===== src/rtl/slk_pkg.sv =====
// Shared constants for the sliced two-lane link.
// Assumes: lane beat layout {mode, part, half, crc8}, MSB first.
package slk_pkg;
    localparam logic [7:0] CRC_POLY = 8'h07;
    typedef enum logic {MODE_SPLIT = 1'b0, MODE_DUP = 1'b1} link_mode_e;
endpackage


===== src/rtl/slk_crc8.sv =====
// Combinational CRC-8 over a DW-bit word, MSB first, zero initial value.
// Assumes: DW >= 1.
module slk_crc8 #(
    parameter int DW = 18
) (
    input  logic [DW-1:0] din,
    output logic [7:0]    crc
);
    // Bitwise shift of the LFSR across the word
    always_comb begin
        crc = 8'h00;
        for (int i = DW - 1; i >= 0; i--) begin
            crc = {crc[6:0], 1'b0} ^ (((crc[7] ^ din[i]) == 1'b1) ? slk_pkg::CRC_POLY : 8'h00);
        end
    end
endmodule


===== src/rtl/slk_tx.sv =====
// Transmitter: frames packets onto two lanes, split or duplicated.
// Assumes: dup_req is sampled only when a packet is accepted; a duplicate
// packet occupies two consecutive beats and blocks input on the second.
module slk_tx #(
    parameter int HALF_W = 16,
    localparam int PW = HALF_W + 2,
    localparam int FW = PW + 8
) (
    input  logic                  clk,
    input  logic                  rst_n,
    input  logic                  in_valid,
    output logic                  in_ready,
    input  logic [2*HALF_W-1:0]   in_data,
    input  logic                  dup_req,
    output logic                  lane_vld,
    output logic [1:0][FW-1:0]    lanes
);
    import slk_pkg::*;

    logic              busy2;
    logic [HALF_W-1:0] hi_hold;
    logic              accept;
    logic [1:0][PW-1:0] pay;
    logic [1:0][7:0]    crc;

    assign in_ready = !busy2;
    assign accept   = in_valid && !busy2;

    // Pick the header and half carried by each lane this cycle
    always_comb begin
        if (busy2) begin
            pay[0] = {MODE_DUP, 1'b1, hi_hold};
            pay[1] = {MODE_DUP, 1'b1, hi_hold};
        end else if (dup_req) begin
            pay[0] = {MODE_DUP, 1'b0, in_data[HALF_W-1:0]};
            pay[1] = {MODE_DUP, 1'b0, in_data[HALF_W-1:0]};
        end else begin
            pay[0] = {MODE_SPLIT, 1'b0, in_data[HALF_W-1:0]};
            pay[1] = {MODE_SPLIT, 1'b1, in_data[2*HALF_W-1:HALF_W]};
        end
    end

    for (genvar g = 0; g < 2; g++) begin : g_crc
        slk_crc8 #(.DW(PW)) i_crc (.din(pay[g]), .crc(crc[g]));
    end

    // Launch beats and track the pending second duplicate beat
    always_ff @(posedge clk) begin
        if (!rst_n) begin
            lane_vld <= 1'b0;
            lanes    <= '0;
            busy2    <= 1'b0;
            hi_hold  <= '0;
        end else begin
            lane_vld <= accept || busy2;
            if (accept || busy2) begin
                lanes[0] <= {pay[0], crc[0]};
                lanes[1] <= {pay[1], crc[1]};
            end
            if (accept && dup_req) begin
                busy2   <= 1'b1;
                hi_hold <= in_data[2*HALF_W-1:HALF_W];
            end else if (busy2) begin
                busy2 <= 1'b0;
            end
        end
    end
endmodule


===== src/rtl/slk_rx.sv =====
// Receiver: checks each lane's CRC, reassembles split packets, and picks a
// surviving copy of duplicate packets.
// Assumes: the header is read from a lane that passed its CRC; a beat whose
// lanes both fail with no pending duplicate is taken as a split beat.
module slk_rx #(
    parameter int HALF_W = 16,
    localparam int PW = HALF_W + 2,
    localparam int FW = PW + 8
) (
    input  logic                  clk,
    input  logic                  rst_n,
    input  logic                  lane_vld,
    input  logic [1:0][FW-1:0]    lanes,
    output logic                  out_valid,
    output logic [2*HALF_W-1:0]   out_data,
    output logic                  out_err,
    output logic [1:0]            lane_bad,
    output logic                  pkt_done
);
    logic [1:0][7:0]        crc;
    logic [1:0]             ok;
    logic [1:0]             good;
    logic [1:0]             hdr;
    logic                   pend;
    logic                   start_dup;
    logic [1:0][HALF_W-1:0] lo_keep;
    logic [1:0]             lo_ok;

    for (genvar g = 0; g < 2; g++) begin : g_chk
        slk_crc8 #(.DW(PW)) i_crc (.din(lanes[g][FW-1:8]), .crc(crc[g]));
        assign ok[g]   = (crc[g] == lanes[g][7:0]);
        assign good[g] = lo_ok[g] && ok[g];
    end

    // Header from the first lane that passed its check
    always_comb begin
        if (ok[0])      hdr = lanes[0][FW-1:FW-2];
        else if (ok[1]) hdr = lanes[1][FW-1:FW-2];
        else            hdr = 2'b00;
    end

    assign start_dup = !pend && (hdr == 2'b10);
    assign pkt_done  = lane_vld && !start_dup;
    assign lane_bad  = {2{lane_vld}} & ~ok;

    // Deliver packets and hold the first duplicate beat
    always_ff @(posedge clk) begin
        if (!rst_n) begin
            out_valid <= 1'b0;
            out_data  <= '0;
            out_err   <= 1'b0;
            pend      <= 1'b0;
            lo_keep   <= '0;
            lo_ok     <= '0;
        end else begin
            out_valid <= pkt_done;
            if (lane_vld) begin
                if (pend) begin
                    pend    <= 1'b0;
                    out_err <= !good[0] && !good[1];
                    if (good[0] || !good[1]) out_data <= {lanes[0][FW-3:8], lo_keep[0]};
                    else                     out_data <= {lanes[1][FW-3:8], lo_keep[1]};
                end else if (start_dup) begin
                    pend       <= 1'b1;
                    lo_keep[0] <= lanes[0][FW-3:8];
                    lo_keep[1] <= lanes[1][FW-3:8];
                    lo_ok      <= ok;
                end else begin
                    out_err  <= !(ok[0] && ok[1]);
                    out_data <= {lanes[1][FW-3:8], lanes[0][FW-3:8]};
                end
            end
        end
    end
endmodule


===== src/rtl/slk_err_window.sv =====
// Error-rate monitor: counts failed lane beats over WIN delivered packets
// and decides the transmit mode with hysteresis.
// Assumes: EXIT_TH < ENTER_TH <= 4*WIN.
module slk_err_window #(
    parameter int WIN      = 8,
    parameter int ENTER_TH = 3,
    parameter int EXIT_TH  = 1,
    localparam int CW = $clog2(4 * WIN + 1),
    localparam int WW = $clog2(WIN + 1)
) (
    input  logic       clk,
    input  logic       rst_n,
    input  logic [1:0] lane_bad,
    input  logic       pkt_done,
    output logic       dup_req
);
    logic [CW-1:0] ecnt;
    logic [CW-1:0] tot;
    logic [WW-1:0] wcnt;

    assign tot = ecnt + CW'(lane_bad[0]) + CW'(lane_bad[1]);

    // Accumulate failures and judge the window on its last packet
    always_ff @(posedge clk) begin
        if (!rst_n) begin
            ecnt    <= '0;
            wcnt    <= '0;
            dup_req <= 1'b0;
        end else if (pkt_done && (wcnt == WW'(WIN - 1))) begin
            ecnt <= '0;
            wcnt <= '0;
            if (tot >= CW'(ENTER_TH))     dup_req <= 1'b1;
            else if (tot <= CW'(EXIT_TH)) dup_req <= 1'b0;
        end else begin
            ecnt <= tot;
            if (pkt_done) wcnt <= wcnt + 1'b1;
        end
    end
endmodule


===== src/rtl/slice_link.sv =====
// Top: two-lane link transmitter and receiver with error-driven switching
// between split and duplicate transmission.
// Assumes: tx lanes reach rx lanes through an external path; the receiver's
// error verdict drives the local transmitter's mode.
module slice_link #(
    parameter int HALF_W   = 16,
    parameter int WIN      = 8,
    parameter int ENTER_TH = 3,
    parameter int EXIT_TH  = 1,
    localparam int FW = HALF_W + 10
) (
    input  logic                clk,
    input  logic                rst_n,
    input  logic                in_valid,
    output logic                in_ready,
    input  logic [2*HALF_W-1:0] in_data,
    output logic                tx_lane_vld,
    output logic [FW-1:0]       tx_lane0,
    output logic [FW-1:0]       tx_lane1,
    input  logic                rx_lane_vld,
    input  logic [FW-1:0]       rx_lane0,
    input  logic [FW-1:0]       rx_lane1,
    output logic                out_valid,
    output logic [2*HALF_W-1:0] out_data,
    output logic                out_err,
    output logic                dup_mode
);
    logic [1:0][FW-1:0] tx_lanes;
    logic [1:0]         lane_bad;
    logic               pkt_done;

    slk_tx #(.HALF_W(HALF_W)) i_tx (
        .clk(clk), .rst_n(rst_n), .in_valid(in_valid), .in_ready(in_ready),
        .in_data(in_data), .dup_req(dup_mode), .lane_vld(tx_lane_vld), .lanes(tx_lanes)
    );

    assign tx_lane0 = tx_lanes[0];
    assign tx_lane1 = tx_lanes[1];

    slk_rx #(.HALF_W(HALF_W)) i_rx (
        .clk(clk), .rst_n(rst_n), .lane_vld(rx_lane_vld), .lanes({rx_lane1, rx_lane0}),
        .out_valid(out_valid), .out_data(out_data), .out_err(out_err),
        .lane_bad(lane_bad), .pkt_done(pkt_done)
    );

    slk_err_window #(.WIN(WIN), .ENTER_TH(ENTER_TH), .EXIT_TH(EXIT_TH)) i_win (
        .clk(clk), .rst_n(rst_n), .lane_bad(lane_bad), .pkt_done(pkt_done), .dup_req(dup_mode)
    );
endmodule


===== config.mk =====
export PLATFORM = sky130hd
export DESIGN_NAME = slice_link
export DESIGN_NICKNAME = d
export VERILOG_FILES = /design/src/rtl/slk_pkg.sv /design/src/rtl/slk_crc8.sv /design/src/rtl/slk_tx.sv /design/src/rtl/slk_rx.sv /design/src/rtl/slk_err_window.sv /design/src/rtl/slice_link.sv
export SDC_FILE = /design/constraint.sdc
export NUM_CORES = 1
export LEC_CHECK = 0
export BUFFER_PORTS_ARGS = -buffer_cell sky130_fd_sc_hd__buf_2
export CELL_PAD_IN_SITES_DETAIL_PLACEMENT = 0
export CELL_PAD_IN_SITES_GLOBAL_PLACEMENT = 1
export CORE_AREA = 2 2 147 149
export CTS_BUF_LIST = sky130_fd_sc_hd__clkbuf_4
export DETAILED_ROUTE_END_ITERATION = 10
export DIE_AREA = 0 0 149 151
export PLACE_DENSITY = 0.82
export REMOVE_ABC_BUFFERS = 1
export SLEW_MARGIN = 20
export SYNTH_ARGS = -nofsm -noshare
export SYNTH_HDL_FRONTEND = slang
export SYNTH_HIERARCHICAL = 1
export SYNTH_SLANG_ARGS = --single-unit

===== constraint.sdc =====
create_clock -name clk -period 3.96 [get_ports clk]
set_input_delay 0.198 -clock clk [delete_from_list [all_inputs] [get_ports clk]]
set_output_delay 0.198 -clock clk [all_outputs]
set_load 0.02 [all_outputs]

== After elaboration in Yosys (flattened, before gate mapping) ==
Index checks and enable logic that the tools add are counted.

* Bits in registers: 150
* Input bits: 88
* Output and inout port bits: 89
* Logic and storage cells: 273

* Add/subtract/negate cells: 3
* Order comparisons: 2
* Equal/unequal tests: 5
* Mux-type cells: 86
* Bitwise operators: 140
* Reductions and logical operators: 22

{| class="wikitable"
|+ Operators by type and width
! operator !! count
|-
| XOR 8 x 3 -> 8 bit || 40
|-
| two-way mux 3 bit || 72
|-
| two-way mux 32 bit || 3
|-
| XOR 8 bit || 12
|-
| two-way mux 36 bit || 2
|-
| XOR 1 bit || 48
|-
| XOR 7 x 3 -> 7 bit || 4
|-
| XOR 6 x 3 -> 6 bit || 4
|-
| XOR 1 bit, first input constant || 20
|-
| XOR 5 x 3 -> 5 bit || 4
|-
| equality test 8 bit || 2
|-
| XOR 4 x 3 -> 4 bit || 4
|-
| adder 6 x 1 -> 6 bit || 2
|-
| logical AND 1 bit || 9
|-
| two-way mux 1 bit || 7
|-
| >= comparator 6 x 2 -> 1 bit, second input constant || 1
|-
| less-or-equal comparator 6 x 1 -> 1 bit, second input constant || 1
|-
| zero test 1 bit || 6
|-
| adder 4 x 1 -> 4 bit, second input constant || 1
|-
| equality test 4 x 3 -> 1 bit, second input constant || 1
|-
| two-way mux 2 bit || 2
|-
| AND reduction 2 bit || 2
|-
| AND reduction 3 bit || 1
|-
| bitwise AND 2 bit || 1
|-
| other kinds (7) || 9
|}

== Depth between registers and ports, before layout ==
* Depth after elaboration: 52
* Depth in mapped cells: 13

== By module ==
The synthesis kept the hierarchy.

{| class="wikitable"
|+ By module, submodules not included
! module !! times used !! cells an instance !! area an instance (um2) !! sequential area each (um2)
|-
| slk_rx || 1 || 380 || 3499.6 || 1381.3
|-
| slk_tx || 1 || 349 || 3398.3 || 1381.3
|-
| slk_crc8 || 4 || 32 || 478.0 || 0.0
|-
| slk_err_window || 1 || 49 || 485.5 || 220.2
|}

== Least setup slack after synthesis ==
OpenSTA, ideal clock, no wires.

* Kind: input-to-reg
* Start point: input rx_lane0[23]
* End point: register i_win.dup_req
* Library setup time: 77 ps
* Data arrival time: 3225 ps
* Slack: 659 ps
* Stages on the path: 13
* Cells stage by stage: xnor3_1 -> xor2_1 -> xnor3_1 -> xnor2_1 -> nand4_1 -> nor2_1 -> nor2b_1 -> fa_1 -> ha_1 -> and3b_1 -> nor3_1 -> a21oi_1 -> a41oi_2

{| class="wikitable"
|+ RTL lines
! element !! RTL line !! RTL
|-
| start, declared || slice_link.sv:21 || <nowiki>input logic [FW-1:0] rx_lane0,</nowiki>
|-
| end signal, assigned || slk_err_window.sv:28 || <nowiki>dup_req <= 1'b0;</nowiki>
|-
| end signal, assigned || slk_err_window.sv:32 || <nowiki>if (tot >= CW'(ENTER_TH)) dup_req <= 1'b1;</nowiki>
|-
| end signal, assigned || slk_err_window.sv:33 || <nowiki>else if (tot <= CW'(EXIT_TH)) dup_req <= 1'b0;</nowiki>
|-
| end, declared || slk_err_window.sv:15 || <nowiki>output logic dup_req</nowiki>
|}

==> impl_metrics.ini <==
[status]
outcome = finished, final reports clean

[yosys]
yosysWarnings = 6
synthArstFlopShare_pct = 0
synth.area.mux_share_pct = 6.25
synth_xor_area_share_pct = 22.7
synth_fa_ha_area_share_pct = 0.485
ys.flop_type = dfxtp_1
synth_area_leaders = dfxtp_1 32%, xnor3_1 8.7%, xnor2_1 6.0%
ys_ff_latch = 149
syn_area_um2 = 9300
synth_compound_gate_area_share_pct = 18.5
avgSynthCellArea_um2 = 10.3
synth.distinct_cells = 58
synth_seq_area_share_pct = 32.1
synth_edf_count = 0
synth_cells = 906
synth_top_area_share_pct = 32.1
synth_top_family_by_area = XOR/XNOR gates
yosysTopAreaCell = dfxtp_1
synthSimpleGateAreaFrac_pct = 15.1

[clock_tree]
clock_path_buffers = 2
clock-sinks = 149
ctsRootBufferMaster = clkbuf_4
worstSkewPairLatency_ns = 0.55
clk_pin_slew_ns = 0.12
htree_num_levels = 4
numCtsBuffers = 17
cts_setup_buffers = 0
cts_tree = yes

[power_and_ir_drop]
comb_power_share_pct = 31.0
pwr-share-seq_pct = 40.7
p_per_area_nw_per_um2 = 363
ir_drop_mv = 0.173
p_leak_nw = 4.69
finalPower_mw = 4.02
pwr-share-clk_pct = 28.4
switchingPower_mw = 1.20
power.internal_mw = 2.82
switching_share_pct = 29.9

[sta]
timing.final.crit_share_pct = 96.0
relSlewSlack_pct = 37.6
finalClockSkew_ns = 0.0251
rsz0062_at_grt = no
min_period_ns = 3.80
timing.fmax_ghz = 0.263
final_hold_viol_count = 0
maxSlewViolCount = 0
timing_worst_slew_pin_value_ns = 0.934
timing.hold.ws_ns = 0.0431
setup_viol = 0

[drt]
via_per_inst = 5.28
wirelength_mm = 24.4
drc_errors = 0
wl_per_cell_um = 17.7
vias = 7296
drt-initial-drc-count = 450
drtPass1Iterations = 4
antenna_left = 0

[floorplanning]
rows = 53
start_util_pct = 44.6
die_area_um2 = 22500
die_y_um = 151
core_area_um2 = 20800
die_w_um = 149
ios = 177

[hold_path]
hold_path_depth = 3
min_path_type = in -> reg

[setup_path]
crit_path_max_fanout = 7
end_kind = register
critPathArrivalTime_ns = 4.27
critPathLaunchType = primary input
cp.required_ns = 4.43
critical_path_class = in -> reg
worstRegToRegCells = 8

[layout]
nNetsFinal = 1184
fill_cells = 1949
ff_latch_area_um2 = 2990
multi_input_area_um2 = 5870
drive_above_1_share_pct = 27.7
design_area_um2 = 11100
area_growth_pct = 19.2

[global_route]
grt_max_degree = 113
first_global_vias = 7017
grt_pass1_wl_mm = 38.0
overflow = 0
track_usage_pct = 21.5
antenna_found_initial = 2

[placement]
dpl-instance-area_um2 = 10200
portBuffers = 176
gp_congestion = 0.975
dpl.hpwl_mm = 16.8

[run]
max-cap-violations = 0
[synthesized netlist by cell type (17+ instances only)]
cell type and n:
nand2b_1 21, dfxtp_1 149, xor2_1 27, and3b_1 18
mux2i_1 34, o31a_1 17, o21ai_0 36, nand2_1 92
nand3_1 20, xnor2_1 64, a21oi_1 52, buf_2 20
xnor3_1 36, nor2b_1 18, clkbuf_1 29, a21boi_2 30
[per-layer routing]
layer	up-vias	track usage, %	part of all wire (%)	routed length [um]
met3	15	3.34	4.6	1130
met2	169	34.6	48	11600
met4	0	5.38	0.92	224
li1	3613	-	-	-
met1	3499	30.4	47	11500
met5	-	0	0	0
[cells in the final DEF, fill, tap and decap left out, drive strengths merged, types with 20 or more instances in the layout]
cell,synthesis,final
o21ai,37,37
dfxtp,149,149
xnor3,40,40
a21boi,35,35
buf,42,189
a21oi,52,52
dlygate4sd3,0,51
nand2,102,102
nand3,20,20
xnor2,72,72
nand2b,21,21
xor2,31,31
mux2i,34,34
[worst paths after layout]
kind	start	endpoint	slack (ns)
max	rx_lane0[23]	i_win/dup_req	0.16
min	in_data[2]	i_tx/lanes[10]	0.04
max reg2reg	i_tx/busy2	i_tx/lanes[29]	1.14
min reg2reg	i_rx/lo_keep[1]	i_rx/lo_keep[1]	0.46
[kinds of logic after synthesis]
kind of cell / after synthesis
compound gates: 225
xor+xnor: 151
fa+ha+maj: 3
buf+inv: 77
flops: 149
mux: 50
simple gates: 251
[per-stage QoR]
step	worst slack (ns)	setup TNS (ns)	util, %	cells
after floorplan	-1.26	-8.64	-	834
after global placement	0.295	0	49.1	1297
after detailed placement	0.158	0	49.1	1297
after CTS	0.206	0	53.1	1380
after global routing	0.0134	0	53.2	1383
final	0.157	0	53.2	1383
[sequential cells by signal, summed over array words and instances, names as in the netlist]
| signal | cells |
|---|---|
| i_tx/lanes | 51 |
| i_rx/lo_keep | 32 |
| i_rx/out_data | 32 |
| i_tx/hi_hold | 16 |
| i_win/ecnt | 6 |
| i_win/wcnt | 4 |
| i_rx/lo_ok | 2 |
| i_rx/out_err | 1 |
| i_rx/out_valid | 1 |
| i_rx/pend | 1 |
| i_tx/busy2 | 1 |
| i_tx/lane_vld | 1 |
| i_win/dup_req | 1 |
[power by group through the flow]
stage / logic [mW] / registers [mW] / clock network (mW)
final: 1.24 / 1.63 / 1.14
after global routing: 1.34 / 1.65 / 1.24
after CTS: 1.25 / 1.63 / 1.17
after detailed placement: 1.21 / 1.67 / 0
after global placement: 1.20 / 1.67 / 0
after floorplan: 0.792 / 1.76 / 0
[repair_timing]
action,in CTS,in global routing
gates resized for setup,0,0
hold endpoints to repair,64,0
hold buffers,51,0
[critical path: stages]
cell and delay, ns:
dlygate4sd3_1 0.52, buf_2 0.20, xnor3_4 0.53, xor2_2 0.26, xnor3_1 0.37, xnor2_1 0.15
nand4_1 0.22, nor2_1 0.28, buf_4 0.18, nor2b_1 0.06, fa_1 0.46, ha_1 0.25
and3b_1 0.20, nor3_1 0.13, a21oi_1 0.07, a41oi_2 0.18
[cell type report]
type / instances / area share [%]
Antenna cell: 2 / 0.0452
Clock buffer: 18 / 1.22
Clock inverter: 14 / 1.87
Inverter: 5 / 0.169
Multi-Input combinational cell: 680 / 52.9
Sequential cell: 149 / 27.0
Tap cell: 275 / 3.11
Timing Repair Buffer: 240 / 13.7
Power figures use the tool's default switching activity.
